File: src/rtl/vic_stack.sv
module vic_stack #(
  parameter int NIRQ  = 6,
  parameter int SW    = 16,
  parameter int DEPTH = 7,
  parameter int VW    = 14,
  localparam int DW   = $clog2(DEPTH + 1),
  localparam int IW   = $clog2(NIRQ)
) (
  input  logic            clk,
  input  logic            rst_n,
  input  logic [NIRQ-1:0] irq_in,
  input  logic [NIRQ-1:0] level_sel,
  input  logic            boot_req,
  input  logic            fc_we,
  input  logic [NIRQ-1:0] fc_force,
  input  logic [NIRQ-1:0] fc_clear,
  input  logic            mask_we,
  input  logic [NIRQ-1:0] mask_wdata,
  input  logic [SW-1:0]   astat_in,
  input  logic [SW-1:0]   mstat_in,
  input  logic            int_ack,
  input  logic            rti,
  output logic            int_req,
  output logic [VW-1:0]   int_vec,
  output logic [NIRQ-1:0] mask_out,
  output logic [SW-1:0]   astat_out,
  output logic [SW-1:0]   mstat_out,
  output logic            rti_done,
  output logic [DW-1:0]   stk_depth,
  output logic            stk_ovf,
  output logic            stk_udf
);

  logic [NIRQ-1:0] pend, irq_d, mask_q, eff, act, fc_f, fc_c, take_bit;
  logic [SW-1:0]   st_a [DEPTH];
  logic [SW-1:0]   st_m [DEPTH];
  logic [NIRQ-1:0] st_k [DEPTH];
  logic [DW-1:0]   depth, top;
  logic [IW-1:0]   sel;
  logic            any, take, take_boot, take_irq, full, push_ok, pop, pop_ok;

  assign eff = (level_sel & irq_in) | (~level_sel & pend);
  assign act = eff & mask_q;

  always_comb begin
    any = 1'b0;
    sel = '0;
    for (int k = NIRQ - 1; k >= 0; k--)
      if (act[k]) begin
        any = 1'b1;
        sel = IW'(k);
      end
  end

  assign int_req   = boot_req | any;
  assign int_vec   = boot_req ? '0 : (VW'(sel) + VW'(1)) << 2;

  assign take      = int_ack & int_req;
  assign take_boot = take & boot_req;
  assign take_irq  = take & ~boot_req;
  assign full      = (depth == DW'(DEPTH));
  assign push_ok   = take_irq & ~full;
  assign pop       = rti & ~take;
  assign pop_ok    = pop & (depth != '0);
  assign top       = depth - DW'(1);
  assign take_bit  = take_irq ? (NIRQ'(1) << sel) : '0;

  assign fc_f = fc_we ? (fc_force & ~level_sel) : '0;
  assign fc_c = fc_we ? (fc_clear & ~level_sel) : '0;

  always_ff @(posedge clk) begin
    if (!rst_n) begin
      irq_d <= '0;
      pend  <= '0;
    end else begin
      irq_d <= irq_in;
      pend  <= (pend | (irq_in & ~irq_d) | fc_f) & ~fc_c & ~take_bit & ~level_sel;
    end
  end

  always_ff @(posedge clk) begin
    if (!rst_n) begin
      mask_q    <= '0;
      depth     <= '0;
      astat_out <= '0;
      mstat_out <= '0;
      rti_done  <= 1'b0;
      stk_ovf   <= 1'b0;
      stk_udf   <= 1'b0;
    end else begin
      rti_done <= pop_ok;
      if (take_irq && full) stk_ovf <= 1'b1;
      if (pop && depth == '0) stk_udf <= 1'b1;
      if (take_boot) begin
        depth  <= '0;
        mask_q <= '0;
      end else if (push_ok) begin
        depth  <= depth + DW'(1);
        mask_q <= mask_q & ((NIRQ'(1) << sel) - NIRQ'(1));
      end else if (pop_ok) begin
        depth     <= top;
        mask_q    <= st_k[top];
        astat_out <= st_a[top];
        mstat_out <= st_m[top];
      end else if (mask_we && !take && !rti) begin
        mask_q <= mask_wdata;
      end
    end
  end

  always_ff @(posedge clk) begin
    if (push_ok) begin
      st_a[depth] <= astat_in;
      st_m[depth] <= mstat_in;
      st_k[depth] <= mask_q;
    end
  end

  assign mask_out  = mask_q;
  assign stk_depth = depth;

  AST_DEPTH_BOUND: assert property (@(posedge clk) disable iff (!rst_n)
    stk_depth <= DW'(DEPTH));
  AST_PUSH_GROWS: assert property (@(posedge clk) disable iff (!rst_n)
    int_ack && int_req && !boot_req && stk_depth < DW'(DEPTH) |=> stk_depth == $past(stk_depth) + DW'(1));
  AST_NO_OVERFLOW: assert property (@(posedge clk) disable iff (!rst_n)
    int_ack && int_req && !boot_req && stk_depth == DW'(DEPTH) |=> stk_ovf && $stable(stk_depth) && $stable(mask_out));
  AST_UNDERFLOW_HOLD: assert property (@(posedge clk) disable iff (!rst_n)
    rti && !(int_ack && int_req) && stk_depth == '0 |=> stk_udf && $stable(astat_out) && $stable(mstat_out) && !rti_done);
  AST_POP_PULSE: assert property (@(posedge clk) disable iff (!rst_n)
    rti && !(int_ack && int_req) && stk_depth != '0 |=> rti_done && stk_depth == $past(stk_depth) - DW'(1));
  AST_ACK_BEATS_RTI: assert property (@(posedge clk) disable iff (!rst_n)
    rti && int_ack && int_req |=> !rti_done);
  AST_FLAGS_STICKY: assert property (@(posedge clk) disable iff (!rst_n)
    stk_ovf || stk_udf |=> $countones({stk_ovf, stk_udf}) >= $past($countones({stk_ovf, stk_udf})));
  AST_BOOT_VECTOR: assert property (@(posedge clk) disable iff (!rst_n)
    boot_req |-> int_req && int_vec == '0);

endmodule

File: config.mk
export PLATFORM = sky130hd
export DESIGN_NAME = vic_stack
export DESIGN_NICKNAME = d
export VERILOG_FILES = /design/src/rtl/vic_stack.sv
export SDC_FILE = /design/constraint.sdc
export NUM_CORES = 1
export LEC_CHECK = 0
export BUFFER_PORTS_ARGS = -buffer_cell sky130_fd_sc_hd__buf_2
export CAP_MARGIN = 20
export CORE_MARGIN = 3
export CORE_UTILIZATION = 61
export CTS_BUF_LIST = sky130_fd_sc_hd__clkbuf_8
export CTS_CLUSTER_DIAMETER = 100
export DETAILED_ROUTE_END_ITERATION = 8
export GPL_TIMING_DRIVEN = 0
export PLACE_DENSITY = 0.93
export RECOVER_POWER = 25
export SETUP_SLACK_MARGIN = 0.3
export SYNTH_ARGS = -nofsm -noshare
export SYNTH_HDL_FRONTEND = slang
export SYNTH_SLANG_ARGS = --single-unit
File: constraint.sdc
create_clock -name clk -period 6.45 [get_ports clk]
set_input_delay 0.9675 -clock clk [delete_from_list [all_inputs] [get_ports clk]]
set_output_delay 0.9675 -clock clk [all_outputs]
set_load 0.01 [all_outputs]
### Yosys cells after proc, flatten, opt, wreduce, memory -nomap -nowiden

Memories as Yosys holds them, arrays and structs flattened. A register that Yosys moved wholly into a read port is not among the register bits.
Index checks and enable logic that the tools add are counted.

| word-level totals | value |
|---|---|
| RAM bits | 266 |
| register bits after elaboration | 24 |
| logic and storage cells | 83 |
| memories | 3 |
| output and inout bits | 59 |
| input port bits | 69 |

| operators by class | value |
|---|---|
| bitwise gates (word level) | 30 |
| reductions and logical operators | 14 |
| add/sub/neg operators | 4 |
| muxes and demuxes | 23 |
| equality and inequality tests | 1 |
| shift-type cells | 1 |

Memories:

| name | words | width | rd ports | clocked after Yosys merged registers in | write ports | RTL line | text |
|---|---|---|---|---|---|---|---|
| st_a | 7 | 16 | 1 | 1 | 1 | 35 | `logic [SW-1:0] st_a [DEPTH];` |
| st_m | 7 | 16 | 1 | 1 | 1 | 36 | `logic [SW-1:0] st_m [DEPTH];` |
| st_k | 7 | 6 | 1 | 0 | 1 | 37 | `logic [NIRQ-1:0] st_k [DEPTH];` |

Operators with widths:

| cell | number |
|---|---|
| AND 6 bit | 10 |
| 2-to-1 mux 6 bit | 7 |
| 2-to-1 mux 3 bit | 8 |
| NOT 6 bit | 4 |
| OR 6 bit | 3 |
| 2-to-1 mux 1 bit | 8 |
| AND 1 bit | 6 |
| NOT 1 bit | 6 |
| nonzero test 3 bit | 2 |
| << shifter 1 x 3 -> 6 bit (first input constant) | 1 |
| subtractor 6 x 1 -> 6 bit (second input constant) | 1 |
| adder 3 x 1 -> 4 bit (second input constant) | 1 |
| logical AND 1 bit | 4 |
| zero test 1 bit | 4 |
| adder 3 x 1 -> 3 bit (second input constant) | 1 |
| == test 3 bit (second input constant) | 1 |
| zero test 3 bit | 1 |
| AND reduction 3 bit | 1 |
| subtractor 3 x 1 -> 3 bit (second input constant) | 1 |
| nonzero test 2 bit | 1 |
| OR reduction 2 bit | 1 |
| OR 1 bit | 1 |

### Depth between registers and ports, before layout

| depth | value |
|---|---|
| depth in word-level cells | 18 |
| mapped depth | 17 |
| depth with buffers taken out | 16 |

### Least setup slack after synthesis

Ideal clock, no wire load.

| timing | value |
|---|---|
| path type | input -> register |
| start | in level_sel[0] |
| end | mem st_a[1][0] (enable) |
| setup slack | 0.637 ns |
| data required time | 5.922 ns |
| data arrival time | 5.285 ns |
| buffers on the path | 0 |
| library setup time | 0.528 ns |
| stages | 4 |
| cell sequence | mux2i_1 o2bb2ai_1 o31ai_1 nor4_1 |

| between the ends | value |
|---|---|
| cells in the longest elaborated chain, start to end | 11 |
| elaborated cells on any way between the ends | 12 |
| classes of those cells | 3 x mux; 9 x bitwise |

RTL lines:

| element | RTL line | text |
|---|---|---|
| start, declared | 12 | `input logic [NIRQ-1:0] level_sel,` |
| NOT 6 bit | 42 | `assign eff = (level_sel & irq_in) \| (~level_sel & pend);` |
| AND 6 bit | 42 |  |
| OR 6 bit (*) | 42 |  |
| AND 6 bit (*) | 43 | `assign act = eff & mask_q;` |
| 2-to-1 mux 1 bit (*) | 49 | `if (act[k]) begin` |
| OR 1 bit (*) | 55 | `assign int_req = boot_req \| any;` |
| AND 1 bit (*) | 58 | `assign take = int_ack & int_req;` |
| AND 1 bit (*) | 60 | `assign take_irq = take & ~boot_req;` |
| AND 1 bit (*) | 62 | `assign push_ok = take_irq & ~full;` |
| 2-to-1 mux 1 bit (*) | 112 | `if (push_ok) begin` |
| 2-to-1 mux 1 bit (not written as such) (*) | 113 | `st_a[depth] <= astat_in;` |
| end, declared | 35 |  |

Mark *: on every way between the ends. The rest lies on a longest branch, timed or not.

### Worst setup path after layout

| timing | value |
|---|---|
| start | reg depth[0], in the netlist stk_depth[0] |
| end | reg mask_q[0], in the netlist mask_out[0] |

| between the ends | value |
|---|---|
| cells in the longest elaborated chain, start to end | 4 |
| elaborated cells on any way between the ends | 10 |
| classes of those cells | 1 x add/sub; 1 x eq/ne; 2 x mux; 3 x bitwise; 2 x reduce/logical; 1 x memory |

RTL lines:

| element | RTL line | text |
|---|---|---|
| start, declared | 38 | `logic [DW-1:0] depth, top;` |
| start signal, assigned | 98 | `depth <= depth + DW'(1);` |
| start signal, assigned | 101 | `depth <= top;` |
| subtractor 3 x 1 -> 3 bit (tied with other cells) | 65 | `assign top = depth - DW'(1);` |
| memory (7 x 6 bit) (tied with other cells) | - |  |
| 2-to-1 mux 6 bit or AND 1 bit (tied branches) | 100, 62 |  |
| 2-to-1 mux 6 bit or nonzero test 3 bit (tied branches) | - |  |
| end signal, assigned | 99 | `mask_q <= mask_q & ((NIRQ'(1) << sel) - NIRQ'(1));` |
| end signal, assigned | 102 | `mask_q <= st_k[top];` |
| end signal, assigned | 106 | `mask_q <= mask_wdata;` |
| end, declared | 34 | `logic [NIRQ-1:0] pend, irq_d, mask_q, eff, act, fc_f, fc_c, take_bit;` |

Several ways; a longest one is shown, not always the timed one.
A chain may end at the register's enable or synchronous reset.

==> results by stage <==
Clock network:
- The root buffer cell is sky130_fd_sc_hd__clkbuf_8.
- The total of cells resized after clock tree synthesis is 0.
- The count of H-tree levels built during CTS is 2.
- The largest buffer count on any clock path is 3.
- After clock tree synthesis, the clock-pin slew on the worst setup and hold paths is approximately 0.07 ns.
- TritonCTS built the clock tree.
- The number of buffers created by CTS is 48.
- The insertion delay of the later-clocked pin in the worst-skew pair is 0.60 ns.
- After clock tree synthesis, the flow added hold-fix buffers numbering 0.
- The total clock sinks is approximately 320.
- The post-CTS setup repair buffer count is 0.

STA:
- Setup slack closes at ~1.5 ns.
- Static timing analysis puts the maximum clock frequency at around 200 MHz.
- The setup-violating endpoint count in the final report is 0.
- The final max-slew violation count is 0.
- The total count of hold-check failures in the final report is 0.
- Between clock sinks in the finished design, the worst skew comes to 0.0272 ns.
- The final clock period utilization by the worst path is between 70 and 80%.
- Summed over all failing endpoints, the final setup total negative slack is 0 ns.
- The transition at the pin with the smallest max-transition slack is ~1.1 ns.
- Setup repair after global routing left no endpoint under its margin.
- The final-layout worst hold slack is around 0.48 ns.
- After layout, the minimum clock period comes to 4.98 ns.
- The remaining max-slew budget at the tightest pin is 27.8%.

Synthesis:
- The synthesized area is 0.0128 sq mm.
- The post-synthesis cell count is between 800 and 900.
- Sequential cells were found to cover 71.0% of the synthesized design area.
- In this run, synthesis produced a sequential element count of approximately 320.
- In this run the mean area of a mapped cell was approximately 16 sq um.
- The most common cell in the synthesized netlist is sky130_fd_sc_hd__edfxtp_1.
- Yosys mapped a number of flops with a built-in enable equal to 266.
- The post-synthesis cell type count is 50.
- The area share of the leading cell type in the synthesized netlist is between 60% and 70%.
- The Yosys step of the flow raised 0 warnings.
- The synthesized design spends more area on one cell type than any other, namely sky130_fd_sc_hd__edfxtp_1.
- Yosys attributes the largest share of cell area to sky130_fd_sc_hd__edfxtp_1 62%, sky130_fd_sc_hd__dfxtp_1 8.7%, sky130_fd_sc_hd__mux4_2 6.7%.
- In the synthesized netlist the dominant register cell turns out to be sky130_fd_sc_hd__edfxtp_1.
- In the synthesized netlist, the cells that appear most often are 266 x sky130_fd_sc_hd__edfxtp_1, 63 x sky130_fd_sc_hd__nand2_1, 56 x sky130_fd_sc_hd__dfxtp_1, 44 x sky130_fd_sc_hd__mux2i_1, 43 x sky130_fd_sc_hd__a21oi_1.
- The proportion of synthesized flip-flops having asynchronous set or reset is 0%.

Outcome:
- The flow ran to the end, and the final reports show no timing, DRC or antenna violations.

Final layout:
- The number of filler instances in the final layout is between 1,000 and 1,500.
- The share of final-layout standard cells stronger than drive strength 1 is about a quarter.
- The finished cells cover around 0.015 sq mm.
- The synthesis-to-finish area growth is 17.9%.
- The count of nets after finishing is between 1,000 and 1,500.

Setup path:
- The data arrival time at the worst-slack endpoint is about 5.4 ns.
- The depth of the worst register-to-register path is 11.
- Along the worst path, the maximum fanout reaches 10.
- The launching element type of the critical path is a register.
- STA classifies the critical path endpoint as a register.
- The critical path in this run is classified as reg -> reg.
- For the worst setup path, the data required time is ~7 ns.

Global route:
- The total track usage is 27.4%.
- After global routing the overflow that remains totals 0.
- The first global-routing pass estimated ~47 mm of wire.
- The initial antenna violation count is 1.
- Entering global routing, the biggest net connects 15 pins.
- The number of global-route vias before repair is approximately 8,500.

Placement:
- Buffers placed on the I/O ports in this run total 115.
- The HPWL reported at the end of detailed placement is ~20 mm.
- The routability-driven placement congestion ratio is 0.857.
- Summing all placed instances gives a cell area of 0.0141 sq mm.
- The post-place setup slack is between 1.5 and 2 ns.

Routing:
- The first detailed-routing pass took 7 iterations.
- The number of nets with antenna violations after routing is 0.
- Wires add up to 31.2 mm.
- After detailed routing, the number of vias per cell comes to approximately 6.3.
- The via count is roughly 8,400.
- The count of unresolved DRC violations after routing is 0.
- In the final routed layout, each cell accounts on average for approximately 24 um.
- The count of routing violations after the opening detailed-route iteration is ~1,000.

Floorplan:
- The initial core utilization is 62.8%.
- The die outline area is 0.0228 sq mm.
- The floorplan core area is approximately 0.02 sq mm.
- between 100 and 150 I/O pins were placed.
- The number of rows created at floorplan is 52.
- In this run the horizontal extent of the chip is approximately 150 um.
- The floorplan step set the die height to approximately 150 um.

Pwr:
- In this run the power density over the cells is between 200 and 300 mW/mm^2.
- The analysis attributes to cell leakage a power of 0.00567 uW.
- The maximum ir drop on the vdd rail is between 0.0002 and 0.00025 V.

Worst hold path:
- Along the worst hold path, the cell count comes to 1.
- The class of the worst hold path is reg -> reg.

Job:
- The number of max-cap violations is 0.
==> where the power goes <==
part	internal, uW	leakage, uW	switching, uW
registers	2270	0.00285	14.7
clock network	945	0.000586	800
logic	109	0.00223	186
==> cell type report <==
type / count / area [sq um] / share of cell area [%]
antenna: 2 / 5.00 / 0.0331
buffer: 58 / 280 / 1.85
clock buffer: 51 / 702 / 4.64
clock inverter: 39 / 319 / 2.11
inverter: 17 / 63.8 / 0.422
multi-input combinational: 421 / 3450 / 22.8
sequential: 322 / 9110 / 60.2
tap: 270 / 338 / 2.23
timing repair buffer: 148 / 856 / 5.66
==> layer usage <==
metal	track usage [%]	up-vias	routed length (um)
met3	4.91	114	2750
met1	35.6	4052	11500
met2	44.9	612	15700
met4	13.6	0	1270
met5	0	-	0
li1	-	3573	-
==> critical path: stages, from the launching register on <==
cell and delay, ns:
sky130_fd_sc_hd__dfxtp_1 0.37, sky130_fd_sc_hd__buf_2 0.37, sky130_fd_sc_hd__buf_2 0.40, sky130_fd_sc_hd__buf_1 0.58
sky130_fd_sc_hd__inv_1 0.33, sky130_fd_sc_hd__ha_1 0.35, sky130_fd_sc_hd__xnor2_1 0.83, sky130_fd_sc_hd__clkbuf_1 0.52
sky130_fd_sc_hd__clkbuf_1 0.51, sky130_fd_sc_hd__o21ai_0 0.25, sky130_fd_sc_hd__mux2i_1 0.23, sky130_fd_sc_hd__o22ai_1 0.11
==> metrics by stage <==
| step | util, % | total power (uW) | cells |
|---|---|---|---|
| floorplan | - | 2500 | 818 |
| global placement | 67.4 | 2590 | 1203 |
| detailed placement | 69.1 | 2610 | 1235 |
| CTS | 74.1 | 4320 | 1325 |
| global route | 74.0 | 4430 | 1327 |
| finish | 74.0 | 4320 | 1328 |
==> sequential cells by signal, summed over array words and instances, names as in the netlist <==
register	flops
astat_out	16
irq_d	6
mask_out	6
mstat_out	16
pend	6
rti_done	1
st_a	112
st_k	42
st_m	112
stk_depth	3
stk_ovf	1
stk_udf	1
==> cells in the final DEF (no fill, tap or decap), types with 5 or more instances in the layout <==
master / count
sky130_fd_sc_hd__clkbuf_8: 51
sky130_fd_sc_hd__dfxtp_1: 56
sky130_fd_sc_hd__o211a_1: 33
sky130_fd_sc_hd__o21ai_0: 21
sky130_fd_sc_hd__clkinv_2: 9
sky130_fd_sc_hd__a21oi_1: 43
sky130_fd_sc_hd__nand4b_1: 6
sky130_fd_sc_hd__nor2_1: 42
sky130_fd_sc_hd__buf_4: 28
sky130_fd_sc_hd__o2bb2ai_1: 6
sky130_fd_sc_hd__mux2i_1: 44
sky130_fd_sc_hd__edfxtp_1: 266
sky130_fd_sc_hd__and2_1: 9
sky130_fd_sc_hd__a211oi_1: 32
sky130_fd_sc_hd__conb_1: 11
sky130_fd_sc_hd__ha_1: 10
sky130_fd_sc_hd__o22ai_1: 8
sky130_fd_sc_hd__clkbuf_1: 57
sky130_fd_sc_hd__bufinv_16: 5
sky130_fd_sc_hd__clkinv_1: 7
sky130_fd_sc_hd__nand2_1: 63
sky130_fd_sc_hd__buf_6: 15
sky130_fd_sc_hd__inv_1: 32
sky130_fd_sc_hd__mux4_2: 38
sky130_fd_sc_hd__buf_1: 6
sky130_fd_sc_hd__buf_2: 98
==> logic make-up (layout without fill, tap and decap cells) <==
| group | Yosys count | count (layout) | share of synthesized area [%] |
|---|---|---|---|
| compound gates | 170 | 170 | 9.52 |
| xor+xnor | 4 | 4 | 0.273 |
| fa+ha+maj | 10 | 10 | 0.976 |
| buf+inv | 75 | 313 | 2.68 |
| flops | 322 | 322 | 71.0 |
| mux | 87 | 87 | 10.6 |
| other cells | 1 | 13 | 0.0292 |
| simple gates | 139 | 139 | 4.93 |
==> final timing paths <==
kind,startpoint,end,slack (ns)
worst max-delay path,stk_depth[0],mask_out[0],1.47
worst min-delay path,stk_udf,stk_udf,0.48
worst max register to register,stk_depth[0],mask_out[0],1.47
worst min register to register,stk_udf,stk_udf,0.48
Power figures use the tool's default switching activity.
